<file path="src/rtl/gcd_pkg.sv">
package gcd_pkg;
  typedef enum logic [1:0] {
    ST_IDLE = 2'd0,
    ST_RUN  = 2'd1,
    ST_HOLD = 2'd2
  } state_e;

  typedef enum logic [1:0] {
    ASEL_IN   = 2'd0,
    ASEL_B    = 2'd1,
    ASEL_DIFF = 2'd2
  } a_sel_e;

  typedef enum logic {
    BSEL_IN = 1'b0,
    BSEL_A  = 1'b1
  } b_sel_e;
endpackage

</file>
<file path="src/rtl/gcd_datapath.sv">
module gcd_datapath
  import gcd_pkg::*;
#(
  parameter int WIDTH = 16
) (
  input  logic             clk,
  input  logic             a_en,
  input  logic             b_en,
  input  a_sel_e           a_sel,
  input  b_sel_e           b_sel,
  input  logic [WIDTH-1:0] in_a,
  input  logic [WIDTH-1:0] in_b,
  output logic             a_lt_b,
  output logic             b_zero,
  output logic [WIDTH-1:0] value
);
  logic [WIDTH-1:0] a_q, b_q, a_d, b_d, diff;

  assign diff   = a_q - b_q;
  assign a_lt_b = (a_q < b_q);
  assign b_zero = (b_q == '0);
  assign value  = a_q;

  always_comb begin
    case (a_sel)
      ASEL_B:    a_d = b_q;
      ASEL_DIFF: a_d = diff;
      default:   a_d = in_a;
    endcase
  end

  always_comb begin
    case (b_sel)
      BSEL_A:  b_d = a_q;
      default: b_d = in_b;
    endcase
  end

  always_ff @(posedge clk) begin
    if (a_en) a_q <= a_d;
    if (b_en) b_q <= b_d;
  end
endmodule

</file>
<file path="src/rtl/gcd_ctrl.sv">
module gcd_ctrl
  import gcd_pkg::*;
(
  input  logic   clk,
  input  logic   rst,
  input  logic   opnd_valid,
  input  logic   res_ready,
  input  logic   a_lt_b,
  input  logic   b_zero,
  output logic   opnd_ready,
  output logic   res_valid,
  output logic   a_en,
  output logic   b_en,
  output a_sel_e a_sel,
  output b_sel_e b_sel
);
  state_e state_q, state_d;

  assign opnd_ready = (state_q == ST_IDLE);
  assign res_valid  = (state_q == ST_HOLD);

  always_comb begin
    state_d = state_q;
    a_en    = 1'b0;
    b_en    = 1'b0;
    a_sel   = ASEL_IN;
    b_sel   = BSEL_IN;
    case (state_q)
      ST_IDLE: begin
        if (opnd_valid) begin
          a_en    = 1'b1;
          b_en    = 1'b1;
          state_d = ST_RUN;
        end
      end
      ST_RUN: begin
        if (a_lt_b) begin
          a_en  = 1'b1;
          b_en  = 1'b1;
          a_sel = ASEL_B;
          b_sel = BSEL_A;
        end else if (!b_zero) begin
          a_en  = 1'b1;
          a_sel = ASEL_DIFF;
        end else begin
          state_d = ST_HOLD;
        end
      end
      ST_HOLD: begin
        if (res_ready) state_d = ST_IDLE;
      end
      default: state_d = ST_IDLE;
    endcase
  end

  always_ff @(posedge clk) begin
    if (rst) state_q <= ST_IDLE;
    else     state_q <= state_d;
  end
endmodule

</file>
<file path="src/rtl/gcd_unit.sv">
module gcd_unit
  import gcd_pkg::*;
#(
  parameter int WIDTH = 16
) (
  input  logic             clk,
  input  logic             rst,
  input  logic             opnd_valid,
  output logic             opnd_ready,
  input  logic [WIDTH-1:0] opnd_a,
  input  logic [WIDTH-1:0] opnd_b,
  output logic             res_valid,
  input  logic             res_ready,
  output logic [WIDTH-1:0] res_value
);
  logic   a_en, b_en, a_lt_b, b_zero;
  a_sel_e a_sel;
  b_sel_e b_sel;

  gcd_ctrl u_ctrl (
    .clk        (clk),
    .rst        (rst),
    .opnd_valid (opnd_valid),
    .res_ready  (res_ready),
    .a_lt_b     (a_lt_b),
    .b_zero     (b_zero),
    .opnd_ready (opnd_ready),
    .res_valid  (res_valid),
    .a_en       (a_en),
    .b_en       (b_en),
    .a_sel      (a_sel),
    .b_sel      (b_sel)
  );

  gcd_datapath #(.WIDTH(WIDTH)) u_dp (
    .clk    (clk),
    .a_en   (a_en),
    .b_en   (b_en),
    .a_sel  (a_sel),
    .b_sel  (b_sel),
    .in_a   (opnd_a),
    .in_b   (opnd_b),
    .a_lt_b (a_lt_b),
    .b_zero (b_zero),
    .value  (res_value)
  );
endmodule

</file>
<file path="config.mk">
export PLATFORM = sky130hd
export DESIGN_NAME = gcd_unit
export DESIGN_NICKNAME = d
export VERILOG_FILES = /design/src/rtl/gcd_pkg.sv /design/src/rtl/gcd_datapath.sv /design/src/rtl/gcd_ctrl.sv /design/src/rtl/gcd_unit.sv
export SDC_FILE = /design/constraint.sdc
export NUM_CORES = 1
export LEC_CHECK = 0
export BUFFER_PORTS_ARGS = -buffer_cell sky130_fd_sc_hd__buf_2
export CORE_MARGIN = 10
export CORE_UTILIZATION = 55
export DETAILED_ROUTE_END_ITERATION = 7
export HOLD_SLACK_MARGIN = 0.05
export PLACE_DENSITY = 0.9
export SLEW_MARGIN = 20
export SYNTH_ARGS = -nofsm -noshare
export SYNTH_HDL_FRONTEND = slang
export SYNTH_HIERARCHICAL = 1
export SYNTH_SLANG_ARGS = --single-unit
export TNS_END_PERCENT = 5
</file>
<file path="constraint.sdc">
create_clock -name clk -period 4.9 [get_ports clk]
set_input_delay 0.49 -clock clk [delete_from_list [all_inputs] [get_ports clk]]
set_output_delay 0.49 -clock clk [all_outputs]
set_load 0.02 [all_outputs]
</file>
; Word-level counts from Yosys, hierarchy flattened
; Cells that the tools add are included.
[word_totals]
elab_cells = 33
out_inout_bits = 18
reg_bits = 34
inputBits = 36
[op_classes]
n_eq_ne = 8
mux = 17
n_reduce_logical = 3
order_cmp = 1
add_sub_neg = 1
[ops]
columns = cell, count
row1 = one-hot mux 16 bit (2 select lines), 1
row2 = logical NOT 16 bit, 1
row3 = less-than comparator 16 bit, 1
row4 = two-way mux 16 bit, 1
row5 = subtractor 16 bit, 1
row6 = two-way mux 2 bit, 7
row7 = one-hot mux 2 bit (3 select lines), 1
row8 = two-way mux 1 bit, 5
row9 = equality test 2 x 1 -> 1 bit (second input constant), 2
row10 = equality test 2 bit (second input constant), 2
row11 = != test 2 x 1 -> 1 bit (second input constant), 2
row12 = != test 2 bit (second input constant), 2
row13 = one-hot mux 1 bit (2 select lines), 2
row14 = AND reduction 4 bit, 1
row15 = logical NOT 2 bit, 1

; Depth between registers and ports, before layout
; Gate-level depths: netlist of the first run.
[depth]
ltp_word = 6
mapped_depth = 17
depth_no_buf = 17

; Hierarchy
; Netlist of the first run, hierarchy kept.
[modules_own_cells]
columns = module, seq_area_each_um2, area_each_um2, instances, cells_per_inst
row1 = gcd_datapath, 960.9, 2436.1, 1, 243
row2 = gcd_ctrl, 40.0, 156.4, 1, 18

; Least setup slack after synthesis of the first run
; No wires, ideal clock.
[synth_path]
path_type = register to register
from = register u_dp.a_q[3] (netlist: u_dp/value[3])
to = register u_dp.a_q[0] (netlist: u_dp/value[0]) (enable)
path_buffers = 0
stages_incl_launch_ff = 10
setup_slack_ns = 1.061
t_required_ns = 4.491
period_less_slack_ns = 3.839
arrival_ns = 3.430
setup_time_ns = 0.409
cell_sequence = edfxtp_1 ha_1 o211ai_1 a211oi_2 o311ai_2 and3_1 o21ai_1 a31oi_1 and3b_1 nor3_1
[synth_via]
elab_chain_len = 3
[synth_rtl]
columns = element, line_no
row1 = "start, declared", gcd_datapath.sv:17  ; logic [WIDTH-1:0] a_q, b_q, a_d, b_d, diff;
row2 = "start signal, assigned", gcd_datapath.sv:40  ; if (a_en) a_q <= a_d;
row3 = less-than comparator 16 bit, gcd_datapath.sv:20  ; assign a_lt_b = (a_q < b_q);
row4 = via a_lt_b, gcd_unit.sv:16  ; logic a_en, b_en, a_lt_b, b_zero;
row5 = two-way mux 1 bit, gcd_ctrl.sv:37  ; if (a_lt_b) begin
row6 = one-hot mux 1 bit (2 select lines), gcd_ctrl.sv:28  ; case (state_q)
row7 = via a_en, gcd_unit.sv:16
; The timed path passes the listed nets, and every way through them passes these cells.
; A chain may end at the register's enable or synchronous reset.

; Worst setup path in the final report of the first run
[layout_path]
from = register u_dp.b_q[0]
to = register u_dp.a_q[14] (netlist: u_dp/value[14]), data pin
[layout_via]
word_cells_on_any_way = 9
cone_classes = 1 x add/sub / 1 x order compare / 2 x eq/ne / 4 x mux / 1 x reduce/logical
[layout_lines]
columns = element, line_no
row1 = "start, declared", gcd_datapath.sv:17
row2 = "start signal, assigned", gcd_datapath.sv:41  ; if (b_en) b_q <= b_d;
row3 = less-than comparator 16 bit *, gcd_datapath.sv:20
row4 = via a_lt_b, gcd_unit.sv:16
row5 = two-way mux 2 bit *, gcd_ctrl.sv:37
row6 = two-way mux 2 bit *, gcd_ctrl.sv:28
row7 = via a_sel[1], gcd_unit.sv:17  ; a_sel_e a_sel;
row8 = equality test 2 bit / equality test 2 x 1 -> 1 bit (equally long branches), gcd_datapath.sv:25  ; case (a_sel)
row9 = one-hot mux 16 bit (2 select lines) *, gcd_datapath.sv:25
row10 = via u_dp.a_d[14], gcd_datapath.sv:17
; Mark *: on every way through the listed nets, which the timed path passes. The rest lies on a longest branch.

==> summary.md, run 1 <==
| Metric | Value |
|---|---|
| Req. time, crit path | between 4000 and 5000 ps |
| GR Util met3 | between 4 and 5% |
| Grt ovf | 0 |
| Gate power share | 55.6% |
| Fin crit period | just over 4000 ps |
| Final HPWL DP | about 5100 um |
| Mean Syn Cell Area | 9.93 sq um |
| Final setup fails | 0 |
| Critical Path Stages | 15 |
| NetSw | between 0.7 and 0.8 mW |
| Yosys cell types | 54 |
| Via density per instance | about 6 |
| Pleak | approximately 1.3 nW |
| Power Density | between 500 and 600 mW/mm^2 |
| Post-synth EDFFs | 32 |
| Post-Synth Adder-Cell Area | 9.94% |
| Routed len/inst | around 18 um |
| Antenna Cells | 0 |
| Gr busiest metal | met2 |
| Worst path slowest cell | ha_1 |
| CTS Buffer Depth | 2 |
| DRT iter0 DRCs | 114 |
| Max Clock Skew | about 7 ps |
| DRC Markers | 0 |
| Worst path buffer plus inverter count | 1 |
| Root Driver | clkbuf_8 |
| Worst-path clk slew | approximately 70 ps |
| GPL Wtd Cong | roughly 0.96 |
| FFs w/ async S/R, synth | 0% |
| Synth Area in Compound Gates | a little under a fifth |
| VDD IR max | between 0.2 and 0.3 mV |
| Post-synthesis mux area share | under 10% |
| Final TNS setup | 0 ps |
| Synthesis warning total | 6 |
| Initial Util | roughly 58% |
| CTS Buf Count | 5 |
| GRT Overall Usage | 17.9% |
| Simple-gate share of the synthesized area | between 10% and 20% |
| Horiz. Die Dim | a little under 90 um |
| Sequential fraction of the synthesis area | between 30% and 40% |
| WS Path Type | reg -> reg |
| # fillers | about 380 |
| Initial antenna violation count | 0 |
| Die Area | 0.00786 sq mm |
| Critical Path Source Type | flip-flop |
| Post-CTS sizing | 0 |
| XOR/XNOR share of the synthesized area | between 3 and 4% |
| H-tree levels | 2 |
| Highest clock rate | 246 MHz |
| Worst relative slew slack | 51.5% |
| Post-CTS Setup Inserts | 0 |
| Reg2reg end | u_dp/value[14] |
| Global-route wire length before repair | roughly 11,000 um |
| Post-CTS Hold Fix Bufs | 0 |
| Largest delay contributor family on the critical path | adder cells |
| WHS | about 370 ps |
| Core area | roughly 0.0044 sq mm |
| Largest net degree at the start of global routing | 18 |
| Post-layout util | 66.4% |
| FF+latch count, synth | 34 |
| Synth Flop Type | edfxtp_1 |
| Max-slew violations | 0 |
| Worst slew pin tran | between 700 and 800 ps |
| Clk Latency, worst-skew pair | around 290 ps |
| Clk network pwr share | 14.8% |
| Worst EP arrival | 4100 ps |
| Sequential power share | ~30% |
| Status | finished clean |
| Pre-antenna DRT Iters | 4 |
| # port buffers | between 50 and 60 |
| Crit path to | u_dp/value[14] |
| Routed Antenna Nets | 0 |
| Reg2reg start | u_dp/b_q[0] |
| Number of global-route vias before repair | ~2,300 |
| CTS tree | built |
| M1 GR Usage | 21.5% |
| Maximum fanout along the worst path | 17 |
| Unrepaired setup endpoints after global routing | no |
| Post-Synthesis Cells | ~260 |
| Maxcap violations | 0 |
| R2R cell count | 15 |
| GRT met2 Usage | 30.2% |
| Layout Nets | 368 |
| Power Internal | 0.975 mW |
| Sw Ratio | 43.5% |
| Critical path's largest stage delay | around 470 ps |
| Final wirelength | roughly 6700 um |
| Row count | 24 |
| Final Cycle Share | ~83% |
| Most Frequent Cell on Critical Path | ha_1 |
| CP cell instances | ha_1 -> fa_1 -> nand2b_1 -> a211oi_2 -> o311ai_2 -> and3_1 -> o21ai_1 -> a31oi_1 -> nor4b_1 -> ha_1 -> buf_4 -> nor2_1 -> a21oi_1 -> o21ai_0 -> o21bai_1 |
| Die Ht | around 89 um |
| Routed via count | roughly 2,200 |
| Setup slack, reg-to-reg | 840 ps |
| Fin. Hold Viols | 0 |
| Layout cells sized above 1 | a little over a quarter |
| P&R area growth vs syn | 13.9% |
| Hold crit path type | in -> reg |
| Clock sinks | 34 |
| Synthesized cell area | around 0.0026 sq mm |
| Worst Setup SP | u_dp/b_q[0] |
| Worst setup EP type | flip-flop |
| Top Ports | 54 |
| Syn nets | between 300 and 400 |
| Largest family of logic cells by synthesized area | compound AO/OA/AOI/OAI gates |
## synth_stat cells, types with 3 or more instances
library cell,n,area (sq um)
a21o_1,5,37.5
a21oi_1,17,85.1
a22oi_1,5,37.5
a31oi_1,3,18.8
buf_4,3,22.5
buf_6,4,45.0
edfxtp_1,32,961
ha_1,19,238
inv_1,24,90.1
mux2_2,16,180
nand2_1,26,97.6
nor2_1,16,60.1
nor2b_1,4,25.0
nor3_1,4,20.0
nor4_1,5,31.3
o211ai_1,3,22.5
o21a_1,3,22.5
o21ai_0,10,50.1
o21ai_1,4,20.0
o221ai_1,6,52.6
xnor2_1,4,35.0
xor2_1,6,52.6
## logic make-up after synthesis
family / count (synthesis)
adder cells (fa/ha/maj): 20
buffers and inverters: 37
flip-flops: 34
XOR/XNOR: 10
multiplexers: 18
AO/OA/AOI/OAI: 70
AND/OR/NAND/NOR: 72
## how the worst min path moves through the flow
| stage | cells past startpoint | startpoint | endpoint |
|---|---|---|---|
| after floorplan | 2 | u_ctrl/state_q[1] | u_ctrl/state_q[0] |
| after global placement | 1 | u_ctrl/state_q[1] | u_ctrl/state_q[0] |
| after detailed placement | 1 | u_dp/value[0] | u_dp/b_q[0] |
| after CTS | 2 | rst | u_ctrl/state_q[1] |
| after global routing | 2 | rst | u_ctrl/state_q[1] |
| final | 2 | rst | u_ctrl/state_q[1] |
## routing by layer
metal | vias up | part of all wire, %
li1 | 1064 | -
met1 | 984 | 44
met2 | 90 | 47
met3 | 13 | 7.1
met4 | 0 | 2.1
met5 | - | 0
## layout by cell type (no fill, tap or decap), drive strengths merged, types with 3 or more instances in the layout
master,instances
a211oi,3
a21o,5
a21oi,18
a22oi,5
a31oi,3
buf,57
clkbuf,7
edfxtp,32
ha,19
inv,24
mux2,16
nand2,26
nor2,16
nor2b,4
nor3,4
nor4,5
o211ai,3
o21a,3
o21ai,14
o221ai,6
xnor2,4
xor2,6
## cell type report
type	instances	area, sq um	area share, %
Multi-Input combinational cell	190	1400	47.2
Sequential cell	34	1000	33.9
Timing Repair Buffer	57	295	10.0
Inverter	24	90.1	3.05
Clock buffer	7	76.3	2.58
Tap cell	52	65.1	2.20
Clock inverter	1	30.0	1.02
## stage by stage
step / area (sq um) / setup slack, ps / cells / total power, mW
3_3_place_gp: 2850 / 1040 / 357 / 1.44
2_1_floorplan: 2590 / 1060 / 261 / 1.26
6_report: 2950 / 841 / 365 / 1.73
5_1_grt: 2950 / 461 / 365 / 1.86
3_5_place_dp: 2850 / 861 / 357 / 1.46
4_1_cts: 2950 / 859 / 365 / 1.72
## worst reg2reg max path, cell delays in order (launching register included)
cell and delay (ps):
edfxtp_1 450, ha_1 230, fa_1 390, nand2b_1 210, a211oi_2 260, o311ai_2 150
and3_1 220, o21ai_1 130, a31oi_1 150, nor4b_1 410, ha_1 470, buf_4 310
nor2_1 80, a21oi_1 110, o21ai_0 90, o21bai_1 160
## sequential cells by signal, indices dropped and copies added (netlist names)
register / flops
u_ctrl/state_q: 2
u_dp/b_q: 16
u_dp/value: 16
## power by group through the flow
stage	Combinational, mW	Sequential, mW	Clock, mW
after detailed placement	0.941	0.516	0
after global placement	0.925	0.512	0
final	0.960	0.512	0.255
after global routing	1.07	0.523	0.269
after floorplan	0.715	0.544	0
after CTS	0.952	0.511	0.258
Note: power is estimated with default switching activity, not from simulation.
==> run 2: changes to the inputs <==
--- a/config.mk
+++ b/config.mk
@@ -5,12 +5,13 @@
 export SDC_FILE = /design/constraint.sdc
 export NUM_CORES = 1
 export LEC_CHECK = 0
+export ABC_AREA = 1
 export BUFFER_PORTS_ARGS = -buffer_cell sky130_fd_sc_hd__buf_2
 export CORE_MARGIN = 10
-export CORE_UTILIZATION = 55
+export CORE_UTILIZATION = 51
 export DETAILED_ROUTE_END_ITERATION = 7
 export HOLD_SLACK_MARGIN = 0.05
-export PLACE_DENSITY = 0.9
+export PLACE_DENSITY = 0.87
 export SLEW_MARGIN = 20
 export SYNTH_ARGS = -nofsm -noshare
 export SYNTH_HDL_FRONTEND = slang
==> constraint.sdc (replaced) <==
create_clock -name clk -period 3.4 [get_ports clk]
set_input_delay 0.34 -clock clk [delete_from_list [all_inputs] [get_ports clk]]
set_output_delay 0.34 -clock clk [all_outputs]
set_load 0.02 [all_outputs]
==> summary.md, run 2 <==
| Metric | Value |
|---|---|
| Post-layout util | between 60% and 70% |
| Unrepaired setup endpoints after global routing | no |
| Gate power share | 56.7% |
| Req. time, crit path | between 3000 and 4000 ps |
| Pleak | between 1.5 and 2 nW |
| Fin. Hold Viols | 0 |
| Number of global-route vias before repair | 2,829 |
| Final setup fails | 0 |
| Critical Path Source Type | flip-flop |
| Final HPWL DP | 5790 um |
| Clock sinks | 34 |
| Largest net degree at the start of global routing | 20 |
| Most frequent cells in the layout | nand2_1 (78), inv_1 (63), buf_2 (53) |
| Sequential power share | just under 30% |
| Most common library cells after synthesis | nand2_1 (78), inv_1 (64), a21oi_1 (35) |
| Row count | 27 |
| Final Cycle Share | between 90% and 100% |
| Worst slew pin tran | around 530 ps |
| Clk network pwr share | about 14% |
| Layout cells sized above 1 | around a third |
| CTS tree | built |
| Clk Latency, worst-skew pair | about 290 ps |
| Post-Synthesis Cells | 362 |
| Initial antenna violation count | 0 |
| Highest clock rate | 320 MHz |
| Synthesized cell area | roughly 0.0028 sq mm |
| Power Internal | between 1 and 1.5 mW |
| # fillers | between 400 and 500 |
| Horiz. Die Dim | approximately 95 um |
| CTS Buf Count | 5 |
| Cell taking the most area after synthesis | edfxtp_1 |
| Via density per instance | between 5 and 6 |
| Sequential fraction of the synthesis area | a little over a third |
| FF+latch count, synth | 34 |
| Die Ht | roughly 95 um |
| Initial Util | between 50% and 60% |
| P&R area growth vs syn | 17.0% |
| Global-route wire length before repair | around 12,000 um |
| VDD IR max | about 0.36 mV |
| Core area | 0.00544 sq mm |
| Worst relative slew slack | between 60% and 70% |
| Fin crit period | between 3000 and 4000 ps |
| Largest delay contributor family on the critical path | compound AO/OA/AOI/OAI gates |
| Worst path buffer plus inverter count | 3 |
| GRT Overall Usage | 17.3% |
| GPL Wtd Cong | between 0.8 and 0.9 |
| Final wirelength | about 7600 um |
| CP cell instances | ha_1 -> a21oi_1 -> nand2_1 -> a21oi_2 -> nand2_1 -> nand2_1 -> nand2_1 -> a21oi_1 -> inv_1 -> nor2_1 -> inv_1 -> ha_1 -> buf_4 -> a21oi_1 -> a21oi_2 |
| Finished Layout Cells | between 400 and 500 |
| Synthesis warning total | 6 |
| Post-synth EDFFs | 32 |
| Power Density | just under 700 mW/mm^2 |
| Most common cell after layout, fill and taps aside | nand2_1 |
| Pre-antenna DRT Iters | 4 |
| NetSw | between 1 and 1.5 mW |
| DRT iter0 DRCs | about 200 |
| Synth top area share | 33.9% |
| Cells after DPL | around 500 |
| Worst EP arrival | between 3000 and 4000 ps |
| Max Clock Skew | around 2.0 ps |
| Synth Flop Type | edfxtp_1 |
| Hold crit path type | in -> reg |
| Worst setup EP type | flip-flop |
| DRC Markers | 0 |
| Status | finished clean |
| WS Path Type | reg -> reg |
| Yosys cell types | 33 |
| Grt ovf | 0 |
| Syn nets | roughly 420 |
| Maxcap violations | 0 |
| Top Ports | 54 |
| Maximum fanout along the worst path | 17 |
| Sw Ratio | ~46% |
| Die Area | around 0.009 sq mm |
| CTS Buffer Depth | 2 |
| Leading cell type by number of instances after synthesis | nand2_1 |
| Dominant cells by area after synthesis | edfxtp_1 (34%), nand2_1 (10%), inv_1 (8.5%) |
| # port buffers | 53 |
| Most Frequent Cell on Critical Path | nand2_1 |
| FFs w/ async S/R, synth | 0% |
| Worst path slowest cell | edfxtp_1 |
| Max-slew violations | 0 |
| Final TNS setup | 0 ps |
| H-tree levels | 2 |
| Critical path's largest stage delay | ~430 ps |
| Root Driver | clkbuf_8 |
| Routed via count | about 2,600 |
| Worst-path clk slew | roughly 70 ps |
| Routed Antenna Nets | 0 |
| Antenna Cells | 0 |
| Layout Nets | 480 |
| Routed len/inst | roughly 15 um |
| Mean Syn Cell Area | 7.84 sq um |
[run 2: changes by cell type after synthesis, sizes merged, moves of 5 or more]
| cell | delta |
|---|---|
| nand2 | +65 |
| a22oi | -5 |
| nor2 | +20 |
| o21ai | -7 |
| inv | +45 |
| xor2 | -6 |
| nand3 | +20 |
| a21oi | +26 |
| o221ai | -6 |
| a21o | -5 |
[run 2: cells by family after synthesis]
kind of cell               Yosys count  share of synthesized area (%)
muxes                               14                           5.56
and+or+nand+nor                    164                           28.4
DFF                                 34                           35.3
buffers and inverters               78                           11.0
AOI/OAI and AO/OA                   52                           10.7
adders and majority gates           20                           9.08
[run 2: power groups by stage]
stage | clock (mW) | sequential (mW) | combinational [mW]
2_1_floorplan | 0 | 0.710 | 0.866
3_3_place_gp | 0 | 0.654 | 1.18
3_5_place_dp | 0 | 0.661 | 1.23
4_1_cts | 0.324 | 0.652 | 1.24
5_1_grt | 0.339 | 0.664 | 1.41
6_report | 0.321 | 0.652 | 1.27
[run 2: final timing paths]
check	start	endpoint	slack [ps]	cells after the start
hold / removal	rst	u_ctrl/state_q[0]	220	2
hold reg to reg	u_dp/value[5]	u_dp/b_q[5]	620	1
setup / recovery	u_dp/value[9]	u_dp/value[11]	270	15
setup reg to reg	u_dp/value[9]	u_dp/value[11]	270	15
[run 2: worst register-to-register path, delay by kind of cell, from the launching register on]
family                     cells  cell delay [ps]
AOI/OAI and AO/OA              5              820
adders and majority gates      2              740
buffers and inverters          3              400
DFF                            1              430
and+or+nand+nor                5              500
[run 2: cell type report]
class                      instances  area, sq um  share of cell area (%)
clock buffer                       7         86.3                    2.60
clock inverter                     1         5.00                   0.151
inverter                          69          263                    7.91
multi-input combinational        250         1520                    45.9
sequential                        34         1000                    30.1
tap                               72         90.1                    2.71
timing repair buffer              64          352                    10.6
[run 2: through the flow]
step           power (mW)  instance area (sq um)  hold WS, ps  setup slack, ps
2_1_floorplan        1.58                   2840          402              222
4_1_cts              2.22                   3300          221              243
3_5_place_dp         1.89                   3210          529              311
6_report             2.25                   3320          224              272
3_3_place_gp         1.84                   3210          521              404
5_1_grt              2.42                   3320          225             14.7
[run 2: repair_timing]
action,in CTS,in global routing
buffers inserted,0,2
hold buffers,0,0
gates resized for setup,0,2
setup endpoints to repair,0,13
[run 2: routing by layer]
layer,vias up,wire (um),global-route usage [%]
met5,-,0,0
met4,0,192,8.48
met3,22,633,5.08
met2,116,3690,30.1
met1,1202,3080,18.8
li1,1293,-,-
==> run 3: changes to the inputs <==
--- a/config.mk
+++ b/config.mk
@@ -11,10 +11,9 @@
 export CORE_UTILIZATION = 51
 export DETAILED_ROUTE_END_ITERATION = 7
 export HOLD_SLACK_MARGIN = 0.05
-export PLACE_DENSITY = 0.87
+export PLACE_DENSITY = 0.88
 export SLEW_MARGIN = 20
 export SYNTH_ARGS = -nofsm -noshare
 export SYNTH_HDL_FRONTEND = slang
-export SYNTH_HIERARCHICAL = 1
 export SYNTH_SLANG_ARGS = --single-unit
 export TNS_END_PERCENT = 5
==> summary.md, run 3 <==
| Metric | Value |
|---|---|
| Sequential fraction of the synthesis area | between 30% and 40% |
| XOR/XNOR share of the synthesized area | ~1.9% |
| Status | finished clean |
| Post-CTS Hold Fix Bufs | 0 |
| Maximum fanout along the worst path | 37 |
| FF+latch count, synth | 34 |
| Maxcap violations | 0 |
| Simple-gate share of the synthesized area | 39.2% |
| Post-CTS sizing | 0 |
| Synth top area share | between 30% and 40% |
| Dominant cells by area after synthesis | edfxtp_1 (35%), nand2_1 (20%), nand3_1 (8.0%) |
| Hold_sp | rst |
| Row count | 26 |
| Most common cell after layout, fill and taps aside | nand2_1 |
| Pre-antenna DRT Iters | 6 |
| Initial Util | about 54% |
| Critical Path Source Type | flip-flop |
| Unrepaired setup endpoints after global routing | no |
| Reg2reg start | u_dp.b_q[0] |
| Routed Antenna Nets | 0 |
| Fin crit period | ~2700 ps |
| Final TNS setup | 0 ps |
| Synthesized cell area | between 0.002 and 0.003 sq mm |
| Root Driver | clkbuf_8 |
| Synthesis warning total | 0 |
| Post-synth EDFFs | 32 |
| Post-synthesis mux area share | 0% |
| Fin. Hold Viols | 0 |
| GRT Overall Usage | 16.8% |
| CTS tree | built |
| Final Cycle Share | between 80% and 90% |
| H-tree levels | 2 |
| Hold crit path type | in -> reg |
| Layout cells sized above 1 | 20.8% |
| Post-CTS Setup Inserts | 0 |
| DRT iter0 DRCs | 310 |
| Largest net degree at the start of global routing | 38 |
| Worst-path clk slew | 70 ps |
| Leading cell type by number of instances after synthesis | nand2_1 |
| FFs w/ async S/R, synth | 0% |
| P&R area growth vs syn | 14.3% |
| Mean Syn Cell Area | roughly 7.3 sq um |
| Top Ports | 54 |
| CP cell instances | ha_1 -> fa_1 -> inv_1 -> nand2_1 -> nand2_1 -> nand3_2 -> nand2_4 -> nand2_4 -> nand3_4 -> nand3_1 -> buf_4 |
| Syn nets | ~430 |
| Post-Synth Adder-Cell Area | a little under 8% |
| Max-slew violations | 0 |
| Worst setup EP type | flip-flop |
| Synth Area in Compound Gates | 3.57% |
| Synth Flop Type | edfxtp_1 |
| Worst path slowest cell | edfxtp_1 |
| Via density per instance | roughly 5.3 |
| Critical path's largest stage delay | ~420 ps |
| Clk Latency, worst-skew pair | about 300 ps |
| Die Area | 0.00878 sq mm |
| Worst relative slew slack | 63.0% |
| Worst Setup SP | u_dp.b_q[0] |
| CTS Buffer Depth | 2 |
| # fillers | ~460 |
| Final wirelength | 7290 um |
| Antenna Cells | 0 |
| GPL Wtd Cong | approximately 0.9 |
| Worst EP arrival | about 2800 ps |
| Number of global-route vias before repair | approximately 2,700 |
| Final setup fails | 0 |
| Clock sinks | 34 |
| Routed via count | between 2,000 and 3,000 |
| Final HPWL DP | ~5600 um |
| Max Clock Skew | ~15 ps |
| Post-Synthesis Cells | ~380 |
| Layout Nets | between 400 and 500 |
| Req. time, crit path | between 3000 and 4000 ps |
| DRC Markers | 0 |
| CTS Buf Count | 5 |
| Most frequent cells in the layout | nand2_1 (145), inv_1 (58), buf_2 (53) |
| Grt ovf | 0 |
| Cell taking the most area after synthesis | edfxtp_1 |
| Largest family of logic cells by synthesized area | simple AND/OR/NAND/NOR gates |
| Routed len/inst | 14.5 um |
| Highest clock rate | between 300 and 400 MHz |
| WS Path Type | reg -> reg |
| Horiz. Die Dim | ~94 um |
| Worst slew pin tran | between 500 and 600 ps |
| Die Ht | about 94 um |
| Core area | ~0.0052 sq mm |
| Initial antenna violation count | 0 |
| Yosys cell types | 31 |
| # port buffers | 53 |
| Global-route wire length before repair | between 10,000 and 15,000 um |
| Most common library cells after synthesis | nand2_1 (145), inv_1 (58), nand3_1 (44) |
run 3: final cells by class:
| class | instances | area, sq um | share of cell area (%) |
|---|---|---|---|
| sequential | 34 | 1000 | 31.6 |
| clock buffer | 5 | 68.8 | 2.17 |
| clock inverter | 2 | 33.8 | 1.07 |
| multi-input combinational | 273 | 1460 | 46.0 |
| timing repair buffer | 55 | 280 | 8.85 |
| tap | 70 | 87.6 | 2.77 |
| inverter | 63 | 236 | 7.47 |
run 3: worst paths after layout:
check	endpoint	slack (ps)	cells after the start
max	u_dp.value[2]	660	11
min	u_ctrl.state_q[1]	220	2
max reg2reg	u_dp.value[2]	660	11
min reg2reg	u_dp.value[9]	570	2
run 3: cell families (layout without fill, tap and decap cells):
family | after synthesis | count (layout)
and+or+nand+nor | 236 | 236
AOI/OAI and AO/OA | 14 | 14
xor gates and xnor gates | 6 | 6
buffers and inverters | 71 | 125
DFF | 34 | 34
adders and majority gates | 17 | 17
run 3: critical path, delay by kind of cell (launching register included):
kind	cells	cell delay, ps
buffers and inverters	2	370
AND/OR/NAND/NOR	7	1100
adder cells (fa/ha/maj)	2	590
flip-flops	1	420
run 3: stage by stage:
step / std cells / instance area, sq um / util, % / setup WS [ps] / hold slack, ps
global placement: 495 / 3060 / 59.2 / 755 / 512
finish: 502 / 3170 / 61.2 / 656 / 216
detailed placement: 495 / 3060 / 59.2 / 667 / 516
CTS: 502 / 3170 / 61.2 / 649 / 215
floorplan: 378 / 2770 / - / 893 / 409
global route: 502 / 3170 / 61.2 / 429 / 216
run 3: metal layers:
| metal | vias up | track usage (%) | wire length (um) |
|---|---|---|---|
| li1 | 1308 | - | - |
| met1 | 1222 | 20.4 | 3140 |
| met2 | 106 | 28.8 | 3560 |
| met3 | 10 | 3.52 | 477 |
| met4 | 0 | 5.70 | 114 |
| met5 | - | 0 | 0 |
Power of run 3 is left out: the tool's default activity adds up to more than one toggle a clock period on the data nets, which glitch-free logic cannot reach.
